$ cat config.mk
export PLATFORM = sky130hd
export DESIGN_NAME = itimer_host_if
export DESIGN_NICKNAME = d
export VERILOG_FILES = /design/src/rtl/itimer_pkg.sv /design/src/rtl/itimer_cw_decode.sv /design/src/rtl/itimer_chan_seq.sv /design/src/rtl/itimer_rd_mux.sv /design/src/rtl/itimer_host_if.sv
export SDC_FILE = /design/constraint.sdc
export NUM_CORES = 1
export LEC_CHECK = 0
export CAP_MARGIN = 20
export CORE_ASPECT_RATIO = 0.5
export CORE_MARGIN = 3
export CORE_UTILIZATION = 25
export CTS_BUF_LIST = sky130_fd_sc_hd__clkbuf_2
export CTS_CLUSTER_DIAMETER = 30
export CTS_CLUSTER_SIZE = 40
export DETAILED_ROUTE_END_ITERATION = 8
export PLACE_DENSITY = 0.49
export SLEW_MARGIN = 0
export SYNTH_ARGS = -nofsm -noshare
export SYNTH_HDL_FRONTEND = slang
export SYNTH_SLANG_ARGS = --single-unit
$ cat constraint.sdc
create_clock -name clk -period 2.7 [get_ports clk]
set_input_delay 0.81 -clock clk [delete_from_list [all_inputs] [get_ports clk]]
set_output_delay 0.81 -clock clk [all_outputs]
set_load 0.1 [all_outputs]
$ cat src/rtl/itimer_pkg.sv
package itimer_pkg;
  typedef enum logic [1:0] {
    ACC_LATCH = 2'd0,
    ACC_LO    = 2'd1,
    ACC_HI    = 2'd2,
    ACC_WORD  = 2'd3
  } acc_e;

  localparam logic [1:0] CTRL_ADDR = 2'd3;
  localparam logic [2:0] RST_MODE  = 3'd3;
endpackage

$ cat src/rtl/itimer_cw_decode.sv
module itimer_cw_decode
  import itimer_pkg::*;
#(
  parameter int NUM_CH = 3,
  parameter int BYTE_W = 8
) (
  input  logic [1:0]        addr,
  input  logic              wr_en,
  input  logic              rd_en,
  input  logic [BYTE_W-1:0] wr_data,
  output logic [NUM_CH-1:0] prog_hit,
  output logic [NUM_CH-1:0] latch_hit,
  output logic [NUM_CH-1:0] data_wr,
  output logic [NUM_CH-1:0] data_rd,
  output logic              rd_acc,
  output acc_e              cw_acc,
  output logic [2:0]        cw_mode,
  output logic              cw_bcd
);
  logic [1:0] cw_sel;
  logic       is_cw;

  always_comb begin
    cw_sel  = wr_data[7:6];
    cw_acc  = acc_e'(wr_data[5:4]);
    cw_mode = wr_data[3:1];
    cw_bcd  = wr_data[0];
    is_cw   = wr_en && (addr == CTRL_ADDR);
    rd_acc  = rd_en && !wr_en;
  end

  for (genvar i = 0; i < NUM_CH; i++) begin : g_ch
    always_comb begin
      prog_hit[i]  = is_cw && (cw_sel == 2'(i)) && (cw_acc != ACC_LATCH);
      latch_hit[i] = is_cw && (cw_sel == 2'(i)) && (cw_acc == ACC_LATCH);
      data_wr[i]   = wr_en && (addr == 2'(i));
      data_rd[i]   = rd_acc && (addr == 2'(i));
    end
  end
endmodule

$ cat src/rtl/itimer_chan_seq.sv
module itimer_chan_seq
  import itimer_pkg::*;
#(
  parameter int CNT_W  = 16,
  parameter int BYTE_W = 8
) (
  input  logic              clk,
  input  logic              rst_n,
  input  logic              prog,
  input  logic              latch,
  input  acc_e              cw_acc,
  input  logic [2:0]        cw_mode,
  input  logic              cw_bcd,
  input  logic              wr,
  input  logic              rd,
  input  logic [BYTE_W-1:0] wdata,
  input  logic [CNT_W-1:0]  live,
  output logic [2:0]        mode,
  output logic              bcd,
  output logic              pulse,
  output logic [CNT_W-1:0]  value,
  output logic [BYTE_W-1:0] rbyte
);
  localparam int HI_SHIFT = BYTE_W;

  acc_e              acc_q;
  logic              ptr_q;
  logic              lat_q;
  logic              lptr_q;
  logic [CNT_W-1:0]  snap_q;
  logic [BYTE_W-1:0] hold_q;

  always_ff @(posedge clk) begin
    if (!rst_n) begin
      mode   <= RST_MODE;
      bcd    <= 1'b0;
      acc_q  <= ACC_WORD;
      ptr_q  <= 1'b0;
      lat_q  <= 1'b0;
      lptr_q <= 1'b0;
      snap_q <= '0;
      hold_q <= '0;
      pulse  <= 1'b0;
      value  <= '0;
    end else begin
      pulse <= 1'b0;
      if (prog) begin
        mode   <= cw_mode;
        bcd    <= cw_bcd;
        acc_q  <= cw_acc;
        ptr_q  <= 1'b0;
        lat_q  <= 1'b0;
        lptr_q <= 1'b0;
      end else if (latch && !lat_q) begin
        lat_q  <= 1'b1;
        lptr_q <= 1'b0;
        snap_q <= live;
      end
      if (wr) begin
        case (acc_q)
          ACC_HI: begin
            value <= CNT_W'(wdata) << HI_SHIFT;
            pulse <= 1'b1;
          end
          ACC_WORD: begin
            if (!ptr_q) begin
              hold_q <= wdata;
              ptr_q  <= 1'b1;
            end else begin
              value <= (CNT_W'(wdata) << HI_SHIFT) | CNT_W'(hold_q);
              pulse <= 1'b1;
              ptr_q <= 1'b0;
            end
          end
          default: begin
            value <= CNT_W'(wdata);
            pulse <= 1'b1;
          end
        endcase
      end
      if (rd) begin
        if (lat_q) begin
          lptr_q <= ~lptr_q;
          if (lptr_q) lat_q <= 1'b0;
        end else if (acc_q == ACC_WORD) begin
          ptr_q <= ~ptr_q;
        end
      end
    end
  end

  always_comb begin
    if (lat_q) begin
      rbyte = lptr_q ? BYTE_W'(snap_q >> HI_SHIFT) : snap_q[BYTE_W-1:0];
    end else begin
      case (acc_q)
        ACC_HI:   rbyte = BYTE_W'(live >> HI_SHIFT);
        ACC_WORD: rbyte = ptr_q ? BYTE_W'(live >> HI_SHIFT) : live[BYTE_W-1:0];
        default:  rbyte = live[BYTE_W-1:0];
      endcase
    end
  end
endmodule

$ cat src/rtl/itimer_rd_mux.sv
module itimer_rd_mux #(
  parameter int NUM_CH = 3,
  parameter int BYTE_W = 8
) (
  input  logic [NUM_CH-1:0]        sel,
  input  logic [NUM_CH*BYTE_W-1:0] bytes_in,
  output logic [BYTE_W-1:0]        byte_out
);
  always_comb begin
    byte_out = '0;
    for (int i = 0; i < NUM_CH; i++) begin
      byte_out = byte_out | (bytes_in[i*BYTE_W +: BYTE_W] & {BYTE_W{sel[i]}});
    end
  end
endmodule

$ cat src/rtl/itimer_host_if.sv
module itimer_host_if
  import itimer_pkg::*;
#(
  parameter int NUM_CH = 3,
  parameter int CNT_W  = 16,
  parameter int BYTE_W = 8
) (
  input  logic                     clk,
  input  logic                     rst_n,
  input  logic [1:0]               addr,
  input  logic                     wr_en,
  input  logic [BYTE_W-1:0]        wr_data,
  input  logic                     rd_en,
  output logic [BYTE_W-1:0]        rd_data,
  input  logic [NUM_CH*CNT_W-1:0]  live_count,
  output logic [NUM_CH*3-1:0]      ch_mode,
  output logic [NUM_CH-1:0]        ch_bcd,
  output logic [NUM_CH-1:0]        load_pulse,
  output logic [NUM_CH*CNT_W-1:0]  load_value
);
  logic [NUM_CH-1:0]        prog_hit;
  logic [NUM_CH-1:0]        latch_hit;
  logic [NUM_CH-1:0]        data_wr;
  logic [NUM_CH-1:0]        data_rd;
  logic                     rd_acc;
  acc_e                     cw_acc;
  logic [2:0]               cw_mode;
  logic                     cw_bcd;
  logic [NUM_CH*BYTE_W-1:0] rbytes;
  logic [BYTE_W-1:0]        rsel;

  itimer_cw_decode #(.NUM_CH(NUM_CH), .BYTE_W(BYTE_W)) u_dec (
    .addr      (addr),
    .wr_en     (wr_en),
    .rd_en     (rd_en),
    .wr_data   (wr_data),
    .prog_hit  (prog_hit),
    .latch_hit (latch_hit),
    .data_wr   (data_wr),
    .data_rd   (data_rd),
    .rd_acc    (rd_acc),
    .cw_acc    (cw_acc),
    .cw_mode   (cw_mode),
    .cw_bcd    (cw_bcd)
  );

  for (genvar i = 0; i < NUM_CH; i++) begin : g_chan
    itimer_chan_seq #(.CNT_W(CNT_W), .BYTE_W(BYTE_W)) u_seq (
      .clk     (clk),
      .rst_n   (rst_n),
      .prog    (prog_hit[i]),
      .latch   (latch_hit[i]),
      .cw_acc  (cw_acc),
      .cw_mode (cw_mode),
      .cw_bcd  (cw_bcd),
      .wr      (data_wr[i]),
      .rd      (data_rd[i]),
      .wdata   (wr_data),
      .live    (live_count[i*CNT_W +: CNT_W]),
      .mode    (ch_mode[i*3 +: 3]),
      .bcd     (ch_bcd[i]),
      .pulse   (load_pulse[i]),
      .value   (load_value[i*CNT_W +: CNT_W]),
      .rbyte   (rbytes[i*BYTE_W +: BYTE_W])
    );
  end

  itimer_rd_mux #(.NUM_CH(NUM_CH), .BYTE_W(BYTE_W)) u_mux (
    .sel      (data_rd),
    .bytes_in (rbytes),
    .byte_out (rsel)
  );

  always_ff @(posedge clk) begin
    if (!rst_n) rd_data <= '0;
    else if (rd_acc) rd_data <= rsel;
  end
endmodule

==> summary.txt, run 1 <==
CTS
  – Hold_buf cts: 0
  – Root buffer cell: clkbuf_2
  – Sink Count: roughly 160
  – Post-CTS sizing: 0
  – CTS tree: built
  – Max Root-Sink Buffers: 2
  – CTS buffer count: 17
  – Setup bufs post-CTS: 0
  – Later-pin clock latency in the skew report: 0.76 ns
  – Clock transition at path regs: 0.21 ns
  – CTS H-Tree Depth: 4

Timing
  – Setup violators final: 0
  – Peak Freq: 430 MHz
  – Hold Fails Final Rpt: 0
  – Worst Tran Pin Value: 0.988 ns
  – Slew margin rel.: about 34%
  – Min Tclk post-route: between 2 and 2.5 ns
  – Max-slew violation count: 0
  – Setup TNS: 0 ns
  – Fin crit share: a little under nine tenths
  – Setup ws final: 0.375 ns
  – RSZ-0062 raised after global routing: no
  – Post-Route Skew: 0.0222 ns

Run status
  – Outcome: completed

Final layout
  – Fillers: between 2000 and 3000
  – Non-Filler Instances: approximately 1300
  – Nets: approximately 1000
  – Most frequent cells in the layout: 158 x dfxtp_1, 111 x buf_4, 110 x nor2_1, 93 x mux2i_1, 70 x a21oi_1
  – Synth-to-Final Area Change: 26.8%
  – Commonest non-fill, non-tap cell in the layout: dfxtp_1
  – Cell area after layout: roughly 0.009 mm^2
  – Share of cells above drive strength 1: 17.4%

Hold path
  – Hold EP: g_chan[2].u_seq.value[10]
  – Worst hold path type: register to register
  – Hold path start: g_chan[2].u_seq.value[10]
  – Hold Path Depth: 2

Floorplan
  – Core Box Area: 0.0272 mm^2
  – Die area: just over 0.03 mm^2
  – IO Count: between 100 and 150
  – Starting Density: about a quarter
  – Die Y: about 130 um
  – Die Wd: 244 um
  – FP Rows: 42

Route
  – Routed wire per std cell: around 17 um
  – Drt pass-1 iters: 5
  – Final ANT Viol Nets: 0
  – DR vias/cell: ~4.8
  – Initial drt markers: about 390
  – Drt total wl: between 20000 and 25000 um
  – Residual DRC: 0
  – Via count: between 6000 and 7000

Synthesis
  – Mapped Nets: ~880
  – Post-synthesis mux area share: 13.7%
  – Commonest register cell after synthesis: dfxtp_1
  – Avg Synthesized Cell Area: 8.69 um^2
  – Synthesized instance count: 817
  – Synthesized cell area: 0.00710 mm^2
  – Post-synthesis simple-gate area fraction: ~22%
  – Post-synthesis compound-gate area fraction: ~14%
  – Synth Register Bits: approximately 160
  – Largest family of logic cells by synthesized area: simple AND/OR/NAND/NOR gates
  – Register area share after synthesis: 44.5%
  – Post-synth EDFFs: 0
  – Post-synthesis xor/xnor area fraction: 0%
  – Synth cell types: 52
  – Ys Warns: 0
  – Post-synthesis adder-cell area fraction: 0%
  – Asr flop ratio synth: 0%

Worst setup path
  – Cell Chain, Critical Path: buf_4
  – Top delay family on crit path: flip-flops
  – CP arrival: ~1.5 ns
  – CP Buf/Inv Count: 1
  – Req. time, crit path: around 1.9 ns
  – Startpoint types: register
  – Worst path max stage delay: about 0.45 ns
  – RR Endpoint: rd_data[5]
  – Kind of end point of the critical path: output pin
  – CP Class: register to output pin
  – CP max-delay cell: dfxtp_1
  – Reg2Reg Depth: 5
  – R2R setup slack: approximately 0.76 ns
  – R2r startpoint: g_chan[0].u_seq.ptr_q
  – Max Fanout on Critical Path: 2

GRT
  – Largest net degree at the start of global routing: between 60 and 70
  – Total Routing Usage GR: 14.7%
  – Global-route wire length before repair: 35400 um
  – Initial antenna violation count: 1
  – Remaining global-route overflow: 0
  – Number of global-route vias before repair: about 6100

Place
  – Placement Cell Area: approximately 0.009 mm^2
  – HPWL Detailed: roughly 16000 um
  – Pre-CTS setup slack: -0.121 ns
  – Number of port buffers: ~130
  – RePlAce Congestion: between 0.7 and 0.8
  – Cell total after placement: 1291

Power
  – Leakage: 3.34 nW
  – Peak supply drop: between 0.15 and 0.2 mV
  – Power Density: around 480 mW/mm^2

Job
  – Max-Cap Viols: 0
==> where the power goes <==
part | internal [mW] | switching [mW]
logic | 0.248 | 0.418
registers | 2.38 | 0.0388
clock network | 0.412 | 0.865
total | 3.04 | 1.32
==> tightest hold or removal path, stage by stage, from the launching register on <==
cell and delay, ns:
dfxtp_1 0.36, nand2_1 0.05, a21oi_1 0.05
==> cell usage after synthesis (2+ instances only) <==
library cell	instances	area, um^2
dfxtp_1	158	3160
mux2_2	4	45.0
or3_1	24	150
mux2i_1	93	931
nand3b_1	2	15.0
or2_2	3	18.8
and3_1	5	31.3
buf_2	15	75.1
a311oi_1	16	140
nand2_1	67	251
nand3_1	49	245
buf_1	2	7.51
buf_4	9	67.6
nor2b_1	20	125
o21ai_0	15	75.1
a31oi_1	8	50.1
o21a_1	4	30.0
a32oi_1	10	87.6
nor3_1	24	120
buf_6	4	45.0
a221o_1	5	50.1
inv_1	2	7.51
nor3_4	3	48.8
o211ai_1	2	15.0
nor3b_1	3	22.5
a211o_1	4	35.0
a21oi_1	70	350
nand2b_1	5	31.3
a221oi_1	8	70.1
o21ai_1	2	10.0
clkbuf_1	49	184
and2_1	3	18.8
nor2_1	110	413
==> state kept, by name (all words and copies together) (netlist names) <==
| name | flops |
|---|---|
| g_chan.u_seq.acc_q | 6 |
| g_chan.u_seq.bcd | 3 |
| g_chan.u_seq.hold_q | 24 |
| g_chan.u_seq.lat_q | 3 |
| g_chan.u_seq.lptr_q | 3 |
| g_chan.u_seq.mode | 9 |
| g_chan.u_seq.ptr_q | 3 |
| g_chan.u_seq.pulse | 3 |
| g_chan.u_seq.snap_q | 48 |
| g_chan.u_seq.value | 48 |
| rd_data | 8 |
==> layer usage <==
layer | part of all wire (%) | vias up | global-route usage (%)
met2 | 47 | 129 | 23.7
met3 | 3.8 | 21 | 3.08
met1 | 48 | 3023 | 19.9
li1 | - | 3132 | -
met5 | 0 | - | 0
met4 | 1.3 | 0 | 4.04
==> kinds of logic after synthesis <==
group,after synthesis
AND/OR/NAND/NOR,327
AO/OA/AOI/OAI,152
buffers and inverters,83
flip-flops,158
multiplexers,97
==> worst max-delay path by stage <==
stage,startpoint,endpoint,slack [ns],cells after the start
3_3_place_gp,addr[1],g_chan[0].u_seq.value[1],-0.08,7
3_5_place_dp,wr_en,g_chan[1].u_seq.snap_q[2],-0.12,7
6_report,rd_data[3],rd_data[3],0.38,1
2_1_floorplan,wr_data[5],g_chan[2].u_seq.snap_q[10],0.48,8
5_1_grt,rd_data[6],rd_data[6],0.25,1
4_1_cts,g_chan[0].u_seq.value[7],load_value[7],0.31,1
==> layout make-up <==
cell class              instances  area, um^2  share of cell area [%]
diodes                          1        2.50                  0.0278
clock buffers                  18        90.1                    1.00
clock inverters                12         124                    1.38
inverters                       3        13.8                   0.153
multi-input cells             576        3540                    39.3
flip-flops and latches        158        3160                    35.1
well taps                     374         468                    5.20
repair buffers                180        1600                    17.8
==> stage by stage <==
stage | power, mW | hold slack [ns] | util (%)
floorplan | 2.86 | 0.436 | -
global placement | 3.13 | 0.444 | 32.3
detailed placement | 3.13 | 0.446 | 32.3
CTS | 4.43 | 0.471 | 33.1
global route | 4.57 | 0.493 | 33.1
finish | 4.36 | 0.466 | 33.1
Power figures use the tool's default switching activity.
==> inputs of run 2 (changes only) <==
--- a/config.mk
+++ b/config.mk
@@ -8,12 +8,12 @@
 export CAP_MARGIN = 20
 export CORE_ASPECT_RATIO = 0.5
 export CORE_MARGIN = 3
-export CORE_UTILIZATION = 25
+export CORE_UTILIZATION = 45
 export CTS_BUF_LIST = sky130_fd_sc_hd__clkbuf_2
-export CTS_CLUSTER_DIAMETER = 30
+export CTS_CLUSTER_DIAMETER = 40
 export CTS_CLUSTER_SIZE = 40
 export DETAILED_ROUTE_END_ITERATION = 8
-export PLACE_DENSITY = 0.49
+export PLACE_DENSITY = 0.75
 export SLEW_MARGIN = 0
 export SYNTH_ARGS = -nofsm -noshare
 export SYNTH_HDL_FRONTEND = slang
==> constraint.sdc (replaced) <==
create_clock -name clk -period 2.7 [get_ports clk]
set_input_delay 0.81 -clock clk [delete_from_list [all_inputs] [get_ports clk]]
set_output_delay 0.81 -clock clk [all_outputs]
set_load 0.01 [all_outputs]
==> run 2 against run 1 <==
  * Final area shrank 1.4%
  * Global-route usage grew 7.7 points
  * Power is 4.4% lower
  * Critical endpoint is now load_value[46]
  * Largest power group unchanged
  * Fmax down 6.8%
  * Via count is 1.6% higher
==> summary.txt, run 2 (synthesis gave the netlist of run 1 again) <==
Run status
  – Outcome: completed

Hold path
  – Hold Path Depth: 2 (unchanged)
  – Hold EP: g_chan[0].u_seq.value[9]
  – Hold path start: g_chan[0].u_seq.value[9]
  – Worst hold path type: register to register

Route
  – Residual DRC: 0 (unchanged)
  – DR vias/cell: 5.61 (+18%)
  – Wl on met1: 9440 um (-12%)
  – Top layer in use: met4
  – Final ANT Viol Nets: 0 (unchanged)
  – Routed length on met2: 8780 um (-16%)
  – Via count: 6403 (+1.6%)
  – Routed wire per std cell: 17.1 um (+1.1%)
  – Initial drt markers: 642 (+66%)
  – Drt pass-1 iters: 5 (unchanged)
  – Drt total wl: 19500 um (-13%)
  – WL met3: 1170 um (+36%)

Timing
  – Post-Route Skew: 0.0354 ns (+0.0132 ns)
  – Min Tclk post-route: 2.49 ns (+0.170 ns)
  – Hold Fails Final Rpt: 0 (unchanged)
  – Setup violators final: 0 (unchanged)
  – Peak Freq: 401 MHz (-6.8%)
  – Setup ws final: 0.205 ns (-0.170 ns)
  – Worst Tran Pin Value: 0.965 ns (-0.0230 ns)
  – Hold Slack: 0.469 ns (+0.00256 ns)
  – Slew margin rel.: 35.6% (+1.5 points)
  – Max-slew violation count: 0 (unchanged)
  – Fin crit share: 92.4% (+6.3 points)
  – RSZ-0062 raised after global routing: no

Final layout
  – Non-Filler Instances: 1142 (-14%)
  – Commonest non-fill, non-tap cell in the layout: dfxtp_1
  – Nets: 992 (-0.60%)
  – Most frequent cells in the layout: 158 x dfxtp_1, 132 x clkdlybuf4s50_1, 110 x nor2_1, 93 x mux2i_1, 70 x a21oi_1
  – Final core occ: 59.4% (+26 points)
  – Fillers: 1310 (-54%)
  – Synth-to-Final Area Change: 25.0%
  – Cell area after layout: 0.00888 mm^2 (-1.4%)
  – Share of cells above drive strength 1: 9.33% (-8.1 points)
  – Largest registers: g_chan.u_seq.snap_q x48, g_chan.u_seq.value x48, g_chan.u_seq.hold_q x24

Worst setup path
  – Worst path max stage delay: 0.55 ns (+0.10 ns)
  – Top delay family on crit path: buffers and inverters
  – CP Buf/Inv Count: 1 (unchanged)
  – RR Endpoint: g_chan[0].u_seq.value[13]
  – Startpoint types: register
  – Reg2Reg Depth: 5 (unchanged)
  – Max Fanout on Critical Path: 2 (unchanged)
  – CP max-delay cell: clkdlybuf4s50_1
  – CP arrival: 1.68 ns (+0.17 ns)
  – Cell Chain, Critical Path: clkdlybuf4s50_1
  – R2R setup slack: 0.57 ns (-0.19 ns)
  – Kind of end point of the critical path: output pin
  – R2r startpoint: g_chan[0].u_seq.acc_q[1]
  – Req. time, crit path: 1.89 ns (about the same)
  – CP Class: register to output pin

Power
  – Sequential Power Share: 58.0% (+2.5 points)
  – Switching share of total power: 28.7% (-1.6 points)
  – Power Density: 470 mW/mm^2 (-3.0%)
  – Leakage: 3.15 nW (-5.7%)
  – Gate power share: 12.2% (-3.1 points)
  – Int Power: 2.97 mW (-2.2%)
  – P_sw: 1.20 mW (-9.6%)
  – Peak supply drop: 0.200 mV (+0.29%)
  – Clock network fraction of design power: 29.8% (+0.5 points)

Place
  – Cell total after placement: 1109 (-14%)
  – Number of port buffers: 132 (unchanged)
  – Placement Cell Area: 0.00865 mm^2 (-1.6%)
  – RePlAce Congestion: 0.836 (+6.1%)
  – Pre-CTS setup slack: -0.0916 ns (+0.0299 ns)
  – HPWL Detailed: 13800 um (-14%)

Floorplan
  – Die area: 0.0174 mm^2 (-43%)
  – Die Y: 94.8 um (-24%)
  – IO Count: 133 (unchanged)
  – FP Rows: 31 (-26%)
  – Starting Density: 47.6% (+21 points)
  – Core Box Area: 0.0149 mm^2 (-45%)
  – Die Wd: 184 um (-25%)

GRT
  – Number of global-route vias before repair: 6056 (-1.4%)
  – Global-route wire length before repair: 31400 um (-11%)
  – Initial antenna violation count: 1 (unchanged)
  – Total Routing Usage GR: 22.4% (+7.7 points)
  – Largest net degree at the start of global routing: 50 (-21%)
  – Remaining global-route overflow: 0 (unchanged)

CTS
  – Root buffer cell: clkbuf_2
  – Sink Count: 158 (unchanged)
  – Setup bufs post-CTS: 0 (unchanged)
  – Post-CTS sizing: 0 (unchanged)
  – CTS tree: built
  – CTS H-Tree Depth: 4 (unchanged)
  – Later-pin clock latency in the skew report: 0.71 ns (-0.05 ns)
  – Hold_buf cts: 0 (unchanged)
  – CTS buffer count: 17 (unchanged)
  – Max Root-Sink Buffers: 2 (unchanged)
  – Clock transition at path regs: 0.27 ns (+0.06 ns)

Job
  – Max-Cap Viols: 0 (unchanged)
## run 2: cell types whose count changed in the layout (fill, tap and decap cells not counted), sizes merged
| cell | change |
|---|---|
| buf | -77 |
| bufinv | -1 |
| clkbuf | -1 |
| clkdlybuf4s50 | +71 |
| clkinv | -5 |
| clkinvlp | +4 |
| inv | +5 |
## run 2: final cells by class
| class | instances | area (um^2) | area share [%] |
|---|---|---|---|
| sequential | 158 | 3160 | 35.6 |
| antenna | 1 | 2.50 | 0.0282 |
| clock buffer | 17 | 85.1 | 0.959 |
| multi-input combinational | 576 | 3540 | 39.9 |
| inverter | 3 | 13.8 | 0.155 |
| clock inverter | 15 | 138 | 1.55 |
| tap | 198 | 248 | 2.79 |
| timing repair buffer | 174 | 1690 | 19.0 |
## run 2: worst max-delay path by stage
stage	from	end	slack, ns	cells past startpoint
detailed placement	wr_en	g_chan[0].u_seq.value[6]	-0.09	6
global route	g_chan[2].u_seq.value[14]	load_value[46]	0.08	1
global placement	wr_en	g_chan[0].u_seq.value[6]	-0.04	6
floorplan	wr_data[5]	g_chan[2].u_seq.snap_q[10]	0.48	8
finish	g_chan[2].u_seq.value[14]	load_value[46]	0.21	1
CTS	g_chan[2].u_seq.value[14]	load_value[46]	0.16	1
## run 2: per-stage QoR
stage / power [mW] / TNS, ns
3_5_place_dp: 2.96 / -0.131
4_1_cts: 4.18 / 0
3_3_place_gp: 2.96 / -0.0427
6_report: 4.17 / 0
5_1_grt: 4.33 / 0
2_1_floorplan: 2.71 / 0
## run 2: power groups by stage
stage                     clock network (mW)  logic (mW)  registers (mW)
final                                   1.24       0.508            2.42
after global routing                    1.36       0.547            2.43
after CTS                               1.26       0.505            2.42
after detailed placement                   0       0.502            2.46
after global placement                     0       0.496            2.46
after floorplan                            0       0.257            2.45
## run 2: routing by layer
| layer | GRT usage (%) | vias to the layer above |
|---|---|---|
| met4 | 5.38 | 0 |
| li1 | - | 3113 |
| met1 | 32.2 | 3079 |
| met3 | 3.27 | 19 |
| met2 | 35.5 | 192 |
| met5 | 0 | - |
## run 2: worst min-delay path, cell delays in order (launching register included)
cell and delay, ns:
dfxtp_1 0.36, nand2_1 0.05, a21oi_1 0.05
==> inputs of run 3 (changes only) <==
--- a/config.mk
+++ b/config.mk
@@ -8,12 +8,12 @@
 export CAP_MARGIN = 20
 export CORE_ASPECT_RATIO = 0.5
 export CORE_MARGIN = 3
-export CORE_UTILIZATION = 45
+export CORE_UTILIZATION = 39
 export CTS_BUF_LIST = sky130_fd_sc_hd__clkbuf_2
 export CTS_CLUSTER_DIAMETER = 40
 export CTS_CLUSTER_SIZE = 40
 export DETAILED_ROUTE_END_ITERATION = 8
-export PLACE_DENSITY = 0.75
+export PLACE_DENSITY = 0.68
 export SLEW_MARGIN = 0
 export SYNTH_ARGS = -nofsm -noshare
 export SYNTH_HDL_FRONTEND = slang
==> run 3 against run 2 <==
  * Clock power is essentially flat
  * Die area grew 15%
  * Utilization down 8.8 points
  * Global-route usage down 1.9 points
  * Clock skew is essentially flat
  * Power rose by 0.54%
  * Register-to-register slack improved by 0.05 ns
  * Critical path type unchanged
  * Largest cell class unchanged
==> summary.txt, run 3 (synthesis gave the netlist of run 1 again) <==
Place
  – HPWL Detailed: 14800 um (+6.8%)
  – Number of port buffers: 132 (unchanged)
  – Pre-CTS setup slack: -0.0267 ns (+0.0649 ns)
  – Placement Cell Area: 0.00870 mm^2 (+0.61%)
  – RePlAce Congestion: 0.785 (-6.1%)
  – Cell total after placement: 1146 (+3.3%)

Worst setup path
  – CP max-delay cell: clkdlybuf4s50_1
  – CP arrival: 1.67 ns (about the same)
  – Cell Chain, Critical Path: clkdlybuf4s50_1
  – CP Buf/Inv Count: 1 (unchanged)
  – CP Class: register to output pin
  – Req. time, crit path: 1.89 ns (about the same)
  – Startpoint types: register
  – Max Fanout on Critical Path: 2 (unchanged)
  – Worst path max stage delay: 0.56 ns (about the same)
  – Top delay family on crit path: buffers and inverters
  – Kind of end point of the critical path: output pin

Final layout
  – Most frequent cells in the layout: 158 x dfxtp_1, 132 x clkdlybuf4s50_1, 110 x nor2_1, 93 x mux2i_1, 70 x a21oi_1
  – Nets: 993 (+0.10%)
  – Non-Filler Instances: 1178 (+3.2%)
  – Share of cells above drive strength 1: 9.32% (-0.0099 points)
  – Final core occ: 50.7% (-8.8 points)
  – N_diodes: 0 (-1)
  – Cell area after layout: 0.00892 mm^2 (+0.55%)
  – Commonest non-fill, non-tap cell in the layout: dfxtp_1
  – Largest registers: g_chan.u_seq.snap_q x48, g_chan.u_seq.value x48, g_chan.u_seq.hold_q x24
  – Synth-to-Final Area Change: 25.6%

CTS
  – Root buffer cell: clkbuf_2
  – CTS buffer count: 17 (unchanged)
  – CTS H-Tree Depth: 4 (unchanged)
  – CTS tree: built
  – Sink Count: 158 (unchanged)
  – Clock transition at path regs: 0.25 ns (-0.02 ns)
  – Max Root-Sink Buffers: 2 (unchanged)
  – Later-pin clock latency in the skew report: 0.69 ns (-0.02 ns)
  – Setup bufs post-CTS: 0 (unchanged)
  – Hold_buf cts: 0 (unchanged)
  – Post-CTS sizing: 0 (unchanged)

Floorplan
  – Starting Density: 40.3% (-7.2 points)
  – Core Box Area: 0.0176 mm^2 (+18%)
  – IO Count: 133 (unchanged)
  – Die Y: 101 um (+6.9%)
  – Die Wd: 197 um (+7.2%)
  – Die area: 0.0200 mm^2 (+15%)
  – FP Rows: 34 (+9.7%)

Power
  – Total Power: 4.19 mW (+0.54%)
  – Peak supply drop: 0.286 mV (+43%)
  – Leakage: 3.16 nW (+0.31%)
  – Power Density: 470 mW/mm^2 (about the same)

Timing
  – Max-slew violation count: 0 (unchanged)
  – Fin crit share: 91.9% (-0.48 points)
  – Hold Slack: 0.468 ns (-0.000582 ns)
  – Setup ws final: 0.218 ns (+0.0128 ns)
  – RSZ-0062 raised after global routing: no
  – Setup violators final: 0 (unchanged)
  – Peak Freq: 403 MHz (+0.52%)
  – Slew margin rel.: 36.2% (+0.64 points)
  – Worst Tran Pin Value: 0.955 ns (-0.00956 ns)
  – Hold Fails Final Rpt: 0 (unchanged)
  – Setup TNS: 0 ns (unchanged)
  – Post-Route Skew: 0.0358 ns (+0.000355 ns)
  – Min Tclk post-route: 2.48 ns (-0.0128 ns)

Route
  – Routed wire per std cell: 17.6 um (+3.1%)
  – Final ANT Viol Nets: 0 (unchanged)
  – Residual DRC: 0 (unchanged)
  – Via count: 6462 (+0.92%)
  – Initial drt markers: 385 (-40%)
  – DR vias/cell: 5.49 (-2.2%)
  – Drt total wl: 20800 um (+6.4%)
  – Drt pass-1 iters: 5 (unchanged)

Job
  – Max-Cap Viols: 0 (unchanged)

GRT
  – Number of global-route vias before repair: 6133 (+1.3%)
  – Remaining global-route overflow: 0 (unchanged)
  – Initial antenna violation count: 0 (-1)
  – Global-route wire length before repair: 32600 um (+3.9%)
  – Largest net degree at the start of global routing: 52 (+4.0%)
  – Total Routing Usage GR: 20.4% (-1.9 points)

Run status
  – Outcome: completed

Hold path
  – Worst hold path type: register to register
==> run 3: cell count changes in the layout (fill, tap and decap cells not counted), sizes merged <==
cell      delta
buf          +1
clkinv       +2
clkinvlp     -2
diode        -1
==> run 3: path summary, 6_finish.rpt <==
path	endpoint	depth (start not counted)	start	slack [ns]
worst max register to register	g_chan[0].u_seq.value[13]	6	g_chan[0].u_seq.acc_q[1]	0.62
worst min register to register	g_chan[2].u_seq.value[14]	2	g_chan[2].u_seq.value[14]	0.47
worst min-delay path	g_chan[2].u_seq.value[14]	2	g_chan[2].u_seq.value[14]	0.47
worst max-delay path	rd_data[1]	1	rd_data[1]	0.22
==> run 3: power breakdown <==
group	total [mW]	internal [mW]	switching, mW
Sequential	2.42	2.38	0.0370
Clock	1.26	0.345	0.913
Combinational	0.517	0.249	0.267
==> run 3: per-layer routing <==
layer	wire [um]	track usage, %
met2	9700	33.7
met1	9630	27.9
met3	1150	3.59
met5	0	0
met4	302	5.91
==> run 3: cell type report <==
| class | count | area (um^2) |
|---|---|---|
| fill | 1650 | 8690 |
| sequential | 158 | 3160 |
| inverter | 3 | 13.8 |
| timing repair buffer | 175 | 1690 |
| multi-input combinational | 576 | 3540 |
| tap | 234 | 293 |
| clock inverter | 15 | 136 |
| clock buffer | 17 | 85.1 |
